===== config.mk =====
export PLATFORM = sky130hd
export DESIGN_NAME = acc_core
export DESIGN_NICKNAME = d
export VERILOG_FILES = /design/src/rtl/acc_pkg.sv /design/src/rtl/acc_mem.sv /design/src/rtl/acc_alu.sv /design/src/rtl/acc_ctrl.sv /design/src/rtl/acc_core.sv
export SDC_FILE = /design/constraint.sdc
export NUM_CORES = 2
export LEC_CHECK = 0
export BUFFER_PORTS_ARGS = -buffer_cell sky130_fd_sc_hd__buf_2
export CAP_MARGIN = 25
export CORE_ASPECT_RATIO = 0.7
export CORE_MARGIN = 1.5
export CORE_UTILIZATION = 49
export CTS_BUF_LIST = sky130_fd_sc_hd__clkbuf_8
export DETAILED_ROUTE_END_ITERATION = 10
export PLACE_DENSITY = 0.67
export SLEW_MARGIN = 15
export SYNTH_ARGS = -nofsm -noshare
export SYNTH_HDL_FRONTEND = slang
export SYNTH_HIERARCHICAL = 1
export SYNTH_SLANG_ARGS = --single-unit
export TNS_END_PERCENT = 1

===== constraint.sdc =====
create_clock -name clk_i -period 6.1 [get_ports clk_i]
set_clock_uncertainty 0.1 [all_clocks]
set_input_delay 1.83 -clock clk_i [delete_from_list [all_inputs] [get_ports clk_i]]
set_output_delay 1.83 -clock clk_i [all_outputs]
set_load 0.1 [all_outputs]

===== src/rtl/acc_pkg.sv =====
package acc_pkg;
  typedef enum logic [3:0] {
    OP_LOAD  = 4'd1,
    OP_STORE = 4'd2,
    OP_ADD   = 4'd3,
    OP_SUB   = 4'd4,
    OP_BR    = 4'd5,
    OP_BZ    = 4'd6,
    OP_BN    = 4'd7,
    OP_BV    = 4'd8,
    OP_HALT  = 4'd15
  } op_e;

  typedef struct packed {
    logic n;
    logic z;
    logic v;
    logic c;
  } flags_t;

  typedef enum logic [1:0] {
    ST_FETCH = 2'd0,
    ST_EXEC  = 2'd1,
    ST_HALT  = 2'd2
  } state_e;
endpackage


===== src/rtl/acc_mem.sv =====
module acc_mem #(
  parameter int DATA_W = 32,
  parameter int ADDR_W = 8
) (
  input  logic              clk_i,
  input  logic              ext_we_i,
  input  logic [ADDR_W-1:0] ext_addr_i,
  input  logic [DATA_W-1:0] ext_wdata_i,
  input  logic              core_we_i,
  input  logic [ADDR_W-1:0] core_addr_i,
  input  logic [DATA_W-1:0] core_wdata_i,
  output logic [DATA_W-1:0] core_rdata_o,
  input  logic [ADDR_W-1:0] peek_addr_i,
  output logic [DATA_W-1:0] peek_rdata_o
);
  localparam int IDX_W = ADDR_W - 2;
  localparam int WORDS = 1 << IDX_W;

  logic [DATA_W-1:0] mem_q [WORDS];
  logic [IDX_W-1:0]  wr_idx;
  logic [DATA_W-1:0] wr_data;
  logic              wr_en;

  // fill port wins over a core store
  always_comb begin
    wr_en   = ext_we_i | core_we_i;
    wr_idx  = ext_we_i ? ext_addr_i[ADDR_W-1:2] : core_addr_i[ADDR_W-1:2];
    wr_data = ext_we_i ? ext_wdata_i : core_wdata_i;
  end

  always_ff @(posedge clk_i) begin
    if (wr_en) mem_q[wr_idx] <= wr_data;
  end

  assign core_rdata_o = mem_q[core_addr_i[ADDR_W-1:2]];
  assign peek_rdata_o = mem_q[peek_addr_i[ADDR_W-1:2]];
endmodule


===== src/rtl/acc_alu.sv =====
module acc_alu #(
  parameter int DATA_W = 32
) (
  input  logic [DATA_W-1:0] a_i,
  input  logic [DATA_W-1:0] b_i,
  input  logic              sub_i,
  output logic [DATA_W-1:0] sum_o,
  output logic              carry_o,
  output logic              ovf_o
);
  logic [DATA_W-1:0] b_eff;
  logic [DATA_W-2:0] low_sum;
  logic              c_into_msb;
  logic              msb_sum;
  logic              c_out_msb;

  always_comb begin
    b_eff = sub_i ? ~b_i : b_i;
    {c_into_msb, low_sum} = {1'b0, a_i[DATA_W-2:0]} + {1'b0, b_eff[DATA_W-2:0]}
                            + {{(DATA_W-1){1'b0}}, sub_i};
    {c_out_msb, msb_sum}  = {1'b0, a_i[DATA_W-1]} + {1'b0, b_eff[DATA_W-1]}
                            + {1'b0, c_into_msb};
    sum_o   = {msb_sum, low_sum};
    carry_o = c_out_msb;
    ovf_o   = c_into_msb ^ c_out_msb;
  end
endmodule


===== src/rtl/acc_ctrl.sv =====
module acc_ctrl
  import acc_pkg::*;
#(
  parameter int DATA_W = 32,
  parameter int ADDR_W = 8
) (
  input  logic              clk_i,
  input  logic              rst_ni,
  input  logic [DATA_W-1:0] mem_rdata_i,
  output logic [ADDR_W-1:0] mem_addr_o,
  output logic              mem_we_o,
  output logic [DATA_W-1:0] mem_wdata_o,
  output logic [DATA_W-1:0] alu_a_o,
  output logic              alu_sub_o,
  input  logic [DATA_W-1:0] alu_sum_i,
  input  logic              alu_c_i,
  input  logic              alu_v_i,
  output logic [ADDR_W-1:0] pc_o,
  output logic [DATA_W-1:0] acc_o,
  output flags_t            flags_o,
  output logic              exec_o,
  output logic              halted_o,
  output logic [DATA_W-1:0] ir_o
);
  localparam logic [ADDR_W-1:0] PC_STEP = ADDR_W'(4);

  state_e            state_q;
  logic [ADDR_W-1:0] pc_q;
  logic [DATA_W-1:0] ir_q;
  logic [DATA_W-1:0] acc_q;
  flags_t            flags_q;
  op_e               op;
  logic [ADDR_W-1:0] operand;

  assign op      = op_e'(ir_q[DATA_W-1:DATA_W-4]);
  assign operand = ir_q[ADDR_W-1:0];

  always_comb begin
    mem_addr_o  = (state_q == ST_EXEC) ? operand : pc_q;
    mem_we_o    = (state_q == ST_EXEC) && (op == OP_STORE);
    mem_wdata_o = acc_q;
    alu_a_o     = acc_q;
    alu_sub_o   = (op == OP_SUB);
  end

  always_ff @(posedge clk_i or negedge rst_ni) begin
    if (!rst_ni) begin
      state_q <= ST_FETCH;
      pc_q    <= '0;
      ir_q    <= '0;
      acc_q   <= '0;
      flags_q <= '0;
    end else begin
      unique case (state_q)
        ST_FETCH: begin
          ir_q    <= mem_rdata_i;
          pc_q    <= pc_q + PC_STEP;
          state_q <= ST_EXEC;
        end
        ST_EXEC: begin
          state_q <= ST_FETCH;
          case (op)
            OP_LOAD: begin
              acc_q     <= mem_rdata_i;
              flags_q.n <= mem_rdata_i[DATA_W-1];
              flags_q.z <= (mem_rdata_i == '0);
            end
            OP_ADD, OP_SUB: begin
              acc_q   <= alu_sum_i;
              flags_q <= '{n: alu_sum_i[DATA_W-1], z: (alu_sum_i == '0),
                           v: alu_v_i, c: alu_c_i};
            end
            OP_BR: pc_q <= operand;
            OP_BZ: if (flags_q.z) pc_q <= operand;
            OP_BN: if (flags_q.n) pc_q <= operand;
            OP_BV: if (flags_q.v) pc_q <= operand;
            OP_HALT: state_q <= ST_HALT;
            default: ;
          endcase
        end
        default: ;
      endcase
    end
  end

  assign pc_o     = pc_q;
  assign acc_o    = acc_q;
  assign flags_o  = flags_q;
  assign exec_o   = (state_q == ST_EXEC);
  assign halted_o = (state_q == ST_HALT);
  assign ir_o     = ir_q;
endmodule


===== src/rtl/acc_core.sv =====
module acc_core
  import acc_pkg::*;
#(
  parameter int DATA_W = 32,
  parameter int ADDR_W = 8
) (
  input  logic              clk_i,
  input  logic              rst_ni,
  input  logic              load_we_i,
  input  logic [ADDR_W-1:0] load_addr_i,
  input  logic [DATA_W-1:0] load_data_i,
  input  logic [ADDR_W-1:0] peek_addr_i,
  output logic [DATA_W-1:0] peek_data_o,
  output logic [ADDR_W-1:0] pc_o,
  output logic [DATA_W-1:0] acc_o,
  output logic [3:0]        flags_o,
  output logic              halted_o
);
  logic [ADDR_W-1:0] mem_addr;
  logic              mem_we;
  logic [DATA_W-1:0] mem_wdata;
  logic [DATA_W-1:0] mem_rdata;
  logic [DATA_W-1:0] alu_a;
  logic              alu_sub;
  logic [DATA_W-1:0] alu_sum;
  logic              alu_c;
  logic              alu_v;
  flags_t            flags;
  logic              exec_w;
  logic [DATA_W-1:0] ir_w;

  acc_mem #(.DATA_W(DATA_W), .ADDR_W(ADDR_W)) u_mem (
    .clk_i       (clk_i),
    .ext_we_i    (load_we_i),
    .ext_addr_i  (load_addr_i),
    .ext_wdata_i (load_data_i),
    .core_we_i   (mem_we),
    .core_addr_i (mem_addr),
    .core_wdata_i(mem_wdata),
    .core_rdata_o(mem_rdata),
    .peek_addr_i (peek_addr_i),
    .peek_rdata_o(peek_data_o)
  );

  acc_alu #(.DATA_W(DATA_W)) u_alu (
    .a_i    (alu_a),
    .b_i    (mem_rdata),
    .sub_i  (alu_sub),
    .sum_o  (alu_sum),
    .carry_o(alu_c),
    .ovf_o  (alu_v)
  );

  acc_ctrl #(.DATA_W(DATA_W), .ADDR_W(ADDR_W)) u_ctrl (
    .clk_i      (clk_i),
    .rst_ni     (rst_ni),
    .mem_rdata_i(mem_rdata),
    .mem_addr_o (mem_addr),
    .mem_we_o   (mem_we),
    .mem_wdata_o(mem_wdata),
    .alu_a_o    (alu_a),
    .alu_sub_o  (alu_sub),
    .alu_sum_i  (alu_sum),
    .alu_c_i    (alu_c),
    .alu_v_i    (alu_v),
    .pc_o       (pc_o),
    .acc_o      (acc_o),
    .flags_o    (flags),
    .exec_o     (exec_w),
    .halted_o   (halted_o),
    .ir_o       (ir_w)
  );

  assign flags_o = flags;
endmodule


======== After elaboration in Yosys (flattened, before gate mapping) ========
Memories as Yosys holds them, arrays and structs flattened.
Cells that the tools add are included.
storage, ports and cells
  flip-flop bits (word level) ............. 78
  bits in writable memories ............... 2048
  bits of input ports ..................... 51
  output and inout port bits .............. 77
  logic and storage cells ................. 57
  memories ................................ 1
memories
  name         depth  width  rd ports  clocked after Yosys merged registers in  wr ports  RTL line       source
  u_mem.mem_q  64     32     2         0                                        1         acc_mem.sv:19  logic [DATA_W-1:0] mem_q [WORDS];
operators by class
  add/sub/neg operators ................... 5
  equal/unequal tests ..................... 15
  multiplexer cells ....................... 15
  bitwise operators ....................... 3
  reductions and logical operators ........ 10
operators by type and width
  kind                                                    count
  logical NOT 32 bit                                      2
  two-way mux 32 bit                                      2
  case mux 32 bit (2 select lines)                        1
  adder 31 x 31 -> 32 bit                                 1
  adder 32 x 1 -> 32 bit                                  1
  two-way mux 8 bit                                       4
  inverter 32 bit                                         1
  case mux 8 bit (4 select lines)                         1
  equality test 4 x 3 -> 1 bit (second input constant)    4
  case mux 8 bit (2 select lines)                         1
  inequality test 3 x 2 -> 1 bit (second input constant)  3
  adder 8 x 3 -> 8 bit (second input constant)            1
  equality test 4 x 2 -> 1 bit (second input constant)    2
  equality test 4 bit (second input constant)             2
  case mux 2 bit (2 select lines)                         2
  two-way mux 6 bit                                       1
  inequality test 5 x 1 -> 1 bit (second input constant)  1
  AND reduction 5 bit                                     1
  equality test 4 x 1 -> 1 bit (second input constant)    1
  AND reduction 2 bit                                     2
  nonzero test 2 bit                                      2
  adder 1 x 1 -> 2 bit                                    1
  adder 2 x 1 -> 2 bit                                    1
  equality test 2 x 1 -> 1 bit (second input constant)    1
  8 further kinds                                         9

======== Depth between registers and ports, before layout ========
An unclocked memory read counts as a cell.
  word-level depth ........................ 10
  mapped depth ............................ 30
  depth with buffers taken out ............ 23

======== Modules after synthesis ========
Netlist, hierarchy kept.
modules (own cells, without submodules)
  module    instances  cells each  area an instance (um^2)  sequential area each (um^2)
  acc_mem   1          4676        94380.5                  61499.0
  acc_ctrl  1          469         4175.3                   1926.8
  acc_alu   1          280         2059.5                   0.0

======== Worst setup path after synthesis ========
OpenSTA, ideal clock, no wires.
  kind .................................... in2out
  start point ............................. in peek_addr_i[2]
  end point ............................... out peek_data_o[12]
  data arrival time ....................... 5.918 ns
  data required time ...................... 4.170 ns
  setup slack ............................. -1.748 ns
  cell stages on the path ................. 9
  buffers on the path ..................... 5
  cell sequence ........................... buf_6 > buf_12 > buf_8 > buf_8 > buf_12 > mux2i_1 > a221oi_1 > a311oi_1 > nor4_1
between the ends
  word-level cells in the longest chain between the ends .. 1
ends and longest elaborated chain
  element               RTL line        source
  start: declaration    acc_core.sv:12  input logic [ADDR_W-1:0] peek_addr_i,
  memory (64 x 32 bit)  n/a
  end: declaration      acc_core.sv:13  output logic [DATA_W-1:0] peek_data_o,
Every way passes these cells.

======== Final worst setup path ========
  start point ............................. reg u_ctrl.state_q[1]
  end point ............................... reg u_ctrl.flags_q (netlist bit u_ctrl/flags_o[2])
between the ends
  elaborated cells between the ends (all ways) .. 13
  those cells by class .................... add/sub: 4; eq/ne: 1; mux: 3; bitwise: 1; reduce/logical: 3; memory: 1
RTL lines
  element                            RTL line        source
  start: declaration                 acc_ctrl.sv:27  state_e state_q;
  start signal: assignment           acc_ctrl.sv:48  state_q <= ST_FETCH;
  start signal: assignment           acc_ctrl.sv:58  state_q <= ST_EXEC;
  start signal: assignment           acc_ctrl.sv:61  state_q <= ST_FETCH;
  equality test 2 x 1 -> 1 bit *     acc_ctrl.sv:39  mem_addr_o = (state_q == ST_EXEC) ? operand : pc_q;
  two-way mux 8 bit *                acc_ctrl.sv:39
  named net mem_addr[7]              acc_core.sv:19  logic [ADDR_W-1:0] mem_addr;
  memory (64 x 32 bit) *             n/a
  named net mem_rdata[5]             acc_core.sv:22  logic [DATA_W-1:0] mem_rdata;
  inverter 32 bit                    acc_alu.sv:18   b_eff = sub_i ? ~b_i : b_i;
  two-way mux 32 bit *               acc_alu.sv:18
  adder 31 x 31 -> 32 bit *          acc_alu.sv:19   {c_into_msb, low_sum} = {1'b0, a_i[DATA_W-2:0]} + {1'b0, b_eff[DATA_W-2:0]}
  adder 32 x 1 -> 32 bit *           acc_alu.sv:20   + {{(DATA_W-1){1'b0}}, sub_i};
  named net alu_sum[29]              acc_core.sv:25  logic [DATA_W-1:0] alu_sum;
  logical NOT 32 bit *               acc_ctrl.sv:70  flags_q <= '{n: alu_sum_i[DATA_W-1], z: (alu_sum_i == '0),
  case mux 2 bit (2 select lines) *  acc_ctrl.sv:62  case (op)
  end signal: assignment             acc_ctrl.sv:70
  end: declaration                   acc_ctrl.sv:31  flags_t flags_q;
The timed path passes the listed nets; every way through them passes the cells marked *.
A chain may end at the register's enable or synchronous reset.

==> results.sh <==
export IMPL_boundaryPins=128
export IMPL_report_final_hold_viol_count=0
export IMPL_setup_viol=7
export IMPL_dp_cells=8699
export IMPL_die_w_um=543
export IMPL_worst_slew_pin_slew_ns=1.15
export IMPL_maxSlewHeadroom=0.233
export IMPL_core_area_mm2=0.202
export IMPL_syn_nets=5423
export IMPL_r2r_setup_slack_ns=-0.13
export IMPL_synthesis_area_mm2=0.0999
export IMPL_overflow=0
export IMPL_critPathMaxFanout=9
export IMPL_report_final_slew_viol_count=0
export IMPL_grt_max_degree=68
export IMPL_crit_type="flip-flop to flip-flop"
export IMPL_port_buffers=123
export IMPL_cp_arrival_ns=7.00
export IMPL_drtIter0Drc=10400
export IMPL_netlist_instances=5339
export IMPL_hold_start="u_ctrl/ir_o[3]$_DFFE_PN0P_"
export IMPL_final_cell_count_no_fill=9304
export IMPL_syn2layout_area_growth_pct=19.3
export IMPL_nNetsFinal=6414
export IMPL_detail_route_antenna_nets=0
export IMPL_start_util=0.494
export IMPL_die_h_um=381
export IMPL_place_area_mm2=0.112
export IMPL_worstPathRequired_ns=6.87
export IMPL_endpoint_kind="flip-flop"
export IMPL_leakage_nw=40.1
export IMPL_fillers=14900
export IMPL_holdPathStages=2
export IMPL_cap_viol_max_count=0
export IMPL_hold_path_endpoint="u_ctrl/ir_o[3]$_DFFE_PN0P_"
export IMPL_cts_reportedPaths_clkPinSlew_ns=0.06
export IMPL_start_kind="flip-flop"
export IMPL_fmax_ghz=0.160
export IMPL_clockBufferDepth=4
export IMPL_clock_latency_ns=1.00
export IMPL_final_area_mm2=0.119
export IMPL_cts_hold_buf=0
export IMPL_worstReg2RegEnd="u_ctrl/flags_o[2]$_DFFE_PN0P_"
export IMPL_drive_above_1_share=0.430
export IMPL_reg2reg_from="u_ctrl/state_q[1]$_DFFE_PN0P_"
export IMPL_cts_tree="done"
export IMPL_cts_buffers=322
export IMPL_grt_setup_unrepaired="true"
export IMPL_avgSynthCellArea_um2=18.7
export IMPL_yosys_warnings=6
export IMPL_dieArea_mm2=0.207
export IMPL_grt_total_usage=0.341
export IMPL_drt_wirelength_per_cell_um=37.9
export IMPL_dr_pass1_iters=8
export IMPL_period_share=1.02
export IMPL_rr_worst_depth=26
export IMPL_irDropWorstVdd_v=0.000862
export IMPL_vias=64700
export IMPL_grt_pass1_vias=63700
export IMPL_cellPowerDensity_mw_per_mm2=589
export IMPL_grt_pass1_wl_um=489000
export IMPL_cts_sinks=2105
export IMPL_fp_row_count=138
export IMPL_htreeDepth=5
export IMPL_grt_antenna_before_repair=16
export IMPL_drc=0
export IMPL_hold_path_class="flip-flop to flip-flop"
export IMPL_via_per_inst=6.96
export IMPL_failed_checks="setup timing"
export IMPL_period_needed_ns=6.23
export IMPL_place_congestion=0.938
export IMPL_root_buffer="clkbuf_8"
export IMPL_setup_ws_ns=-0.134
export IMPL_wl_um=352000
export IMPL_hpwl_um=235000
export IMPL_outcome="finished, violations left"
## layer usage
| metal | part of all wire | global-route usage |
|---|---|---|
| met1 | 0.36 | 0.480 |
| met2 | 0.42 | 0.468 |
| met3 | 0.17 | 0.140 |
| met4 | 0.047 | 0.141 |
| met5 | 0.00010 | 0 |
## state kept, by name (all words and copies together), names as in the netlist
| name | cells |
|---|---|
| u_ctrl/pc_o | 8 |
| u_ctrl/state_q | 2 |
| u_ctrl/flags_o | 3 |
| u_mem/mem_q | 2048 |
| u_ctrl/ir_o | 12 |
| u_ctrl/acc_o | 32 |
## cell type report
type | count | area, um^2 | share of cell area
Antenna cell | 7 | 17.5 | 0.000147
Clock inverter | 227 | 1280 | 0.0107
Multi-Input combinational cell | 2738 | 35400 | 0.297
Clock buffer | 334 | 4600 | 0.0386
Tap cell | 2730 | 3420 | 0.0287
Sequential cell | 2105 | 62900 | 0.528
Timing Repair Buffer | 1152 | 11400 | 0.0960
Inverter | 11 | 41.3 | 0.000347
## where the power goes
part           internal [mW]  total (mW)  switching [mW]
clock                   5.59        11.3            5.71
sequential              17.4        17.8           0.421
combinational           18.4        41.0            22.6
## critical path: stages, from the launching register on
cell and delay [ns]:
dfrtp_1 0.36, nand2b_4 0.15, clkinv_1 0.07, buf_4 0.17, nand2_1 0.11, nand2_2 0.21
and2_0 0.40, nand2_1 0.22, buf_12 0.18, o221ai_1 0.21, a21oi_1 0.50, o22a_1 0.31
buf_12 0.16, xor2_1 0.07, ha_1 0.33, and2_4 0.14, o211ai_1 0.13, o21ai_2 0.21
a41o_1 0.30, a2111oi_4 0.11, buf_4 0.16, o41a_1 0.31, or3_4 0.40, nor4_4 0.25
nand4_1 0.20, nor4b_2 0.24, a211o_1 0.12
## cells in the final DEF (no fill, tap or decap), types with 30 or more instances in the layout
master	instances
inv_1	86
mux2i_1	147
o221ai_1	41
nand2_1	150
xor2_1	45
o21ai_0	85
mux2_2	84
nand3_1	58
a22o_1	44
a21oi_1	92
o22ai_1	161
buf_12	189
a211oi_1	58
nor4_1	30
dfrtp_1	57
nor3_1	38
nor2b_1	70
clkbuf_8	334
edfxtp_1	2048
mux4_2	967
buf_4	818
clkinv_1	89
clkinv_2	40
ha_1	30
a22oi_1	89
buf_2	87
nor2_4	65
nor2_1	85
## repair_timing
item,in CTS,in global routing
gates resized for setup,129,55
buffers inserted,22,1
endpoints found under the setup margin,50,27
gates cloned,5,0
pin swaps,22,15
## worst max path at each step
| stage | slack (ns) | cells past startpoint | start | endpoint |
|---|---|---|---|---|
| 2_1_floorplan | -0.59 | 9 | peek_addr_i[2] | peek_data_o[19] |
| 5_1_grt | -0.38 | 25 | u_ctrl/state_q[1]$_DFFE_PN0P_ | u_ctrl/flags_o[2]$_DFFE_PN0P_ |
| 6_report | -0.13 | 26 | u_ctrl/state_q[1]$_DFFE_PN0P_ | u_ctrl/flags_o[2]$_DFFE_PN0P_ |
| 3_3_place_gp | -1.08 | 28 | u_ctrl/state_q[1]$_DFFE_PN0P_ | u_ctrl/flags_o[2]$_DFFE_PN0P_ |
| 3_5_place_dp | -0.78 | 28 | u_ctrl/state_q[1]$_DFFE_PN0P_ | u_ctrl/flags_o[2]$_DFFE_PN0P_ |
| 4_1_cts | -0.09 | 30 | u_ctrl/state_q[1]$_DFFE_PN0P_ | u_ctrl/flags_o[2]$_DFFE_PN0P_ |
## stage by stage
| stage | power (mW) | worst slack, ns | utilization | hold WS (ns) | TNS, ns |
|---|---|---|---|---|---|
| finish | 70.2 | -0.134 | 0.589 | 0.384 | -0.272 |
| detailed placement | 56.6 | -0.782 | 0.552 | 0.367 | -7.64 |
| global route | 72.4 | -0.379 | 0.589 | 0.403 | -0.976 |
| global placement | 56.2 | -1.08 | 0.552 | 0.368 | -13.62 |
| CTS | 69.0 | -0.0898 | 0.586 | 0.384 | -0.329 |
| floorplan | 38.0 | -0.593 | - | 0.342 | -4.68 |
No activity file was read; power rests on OpenSTA's default activity.
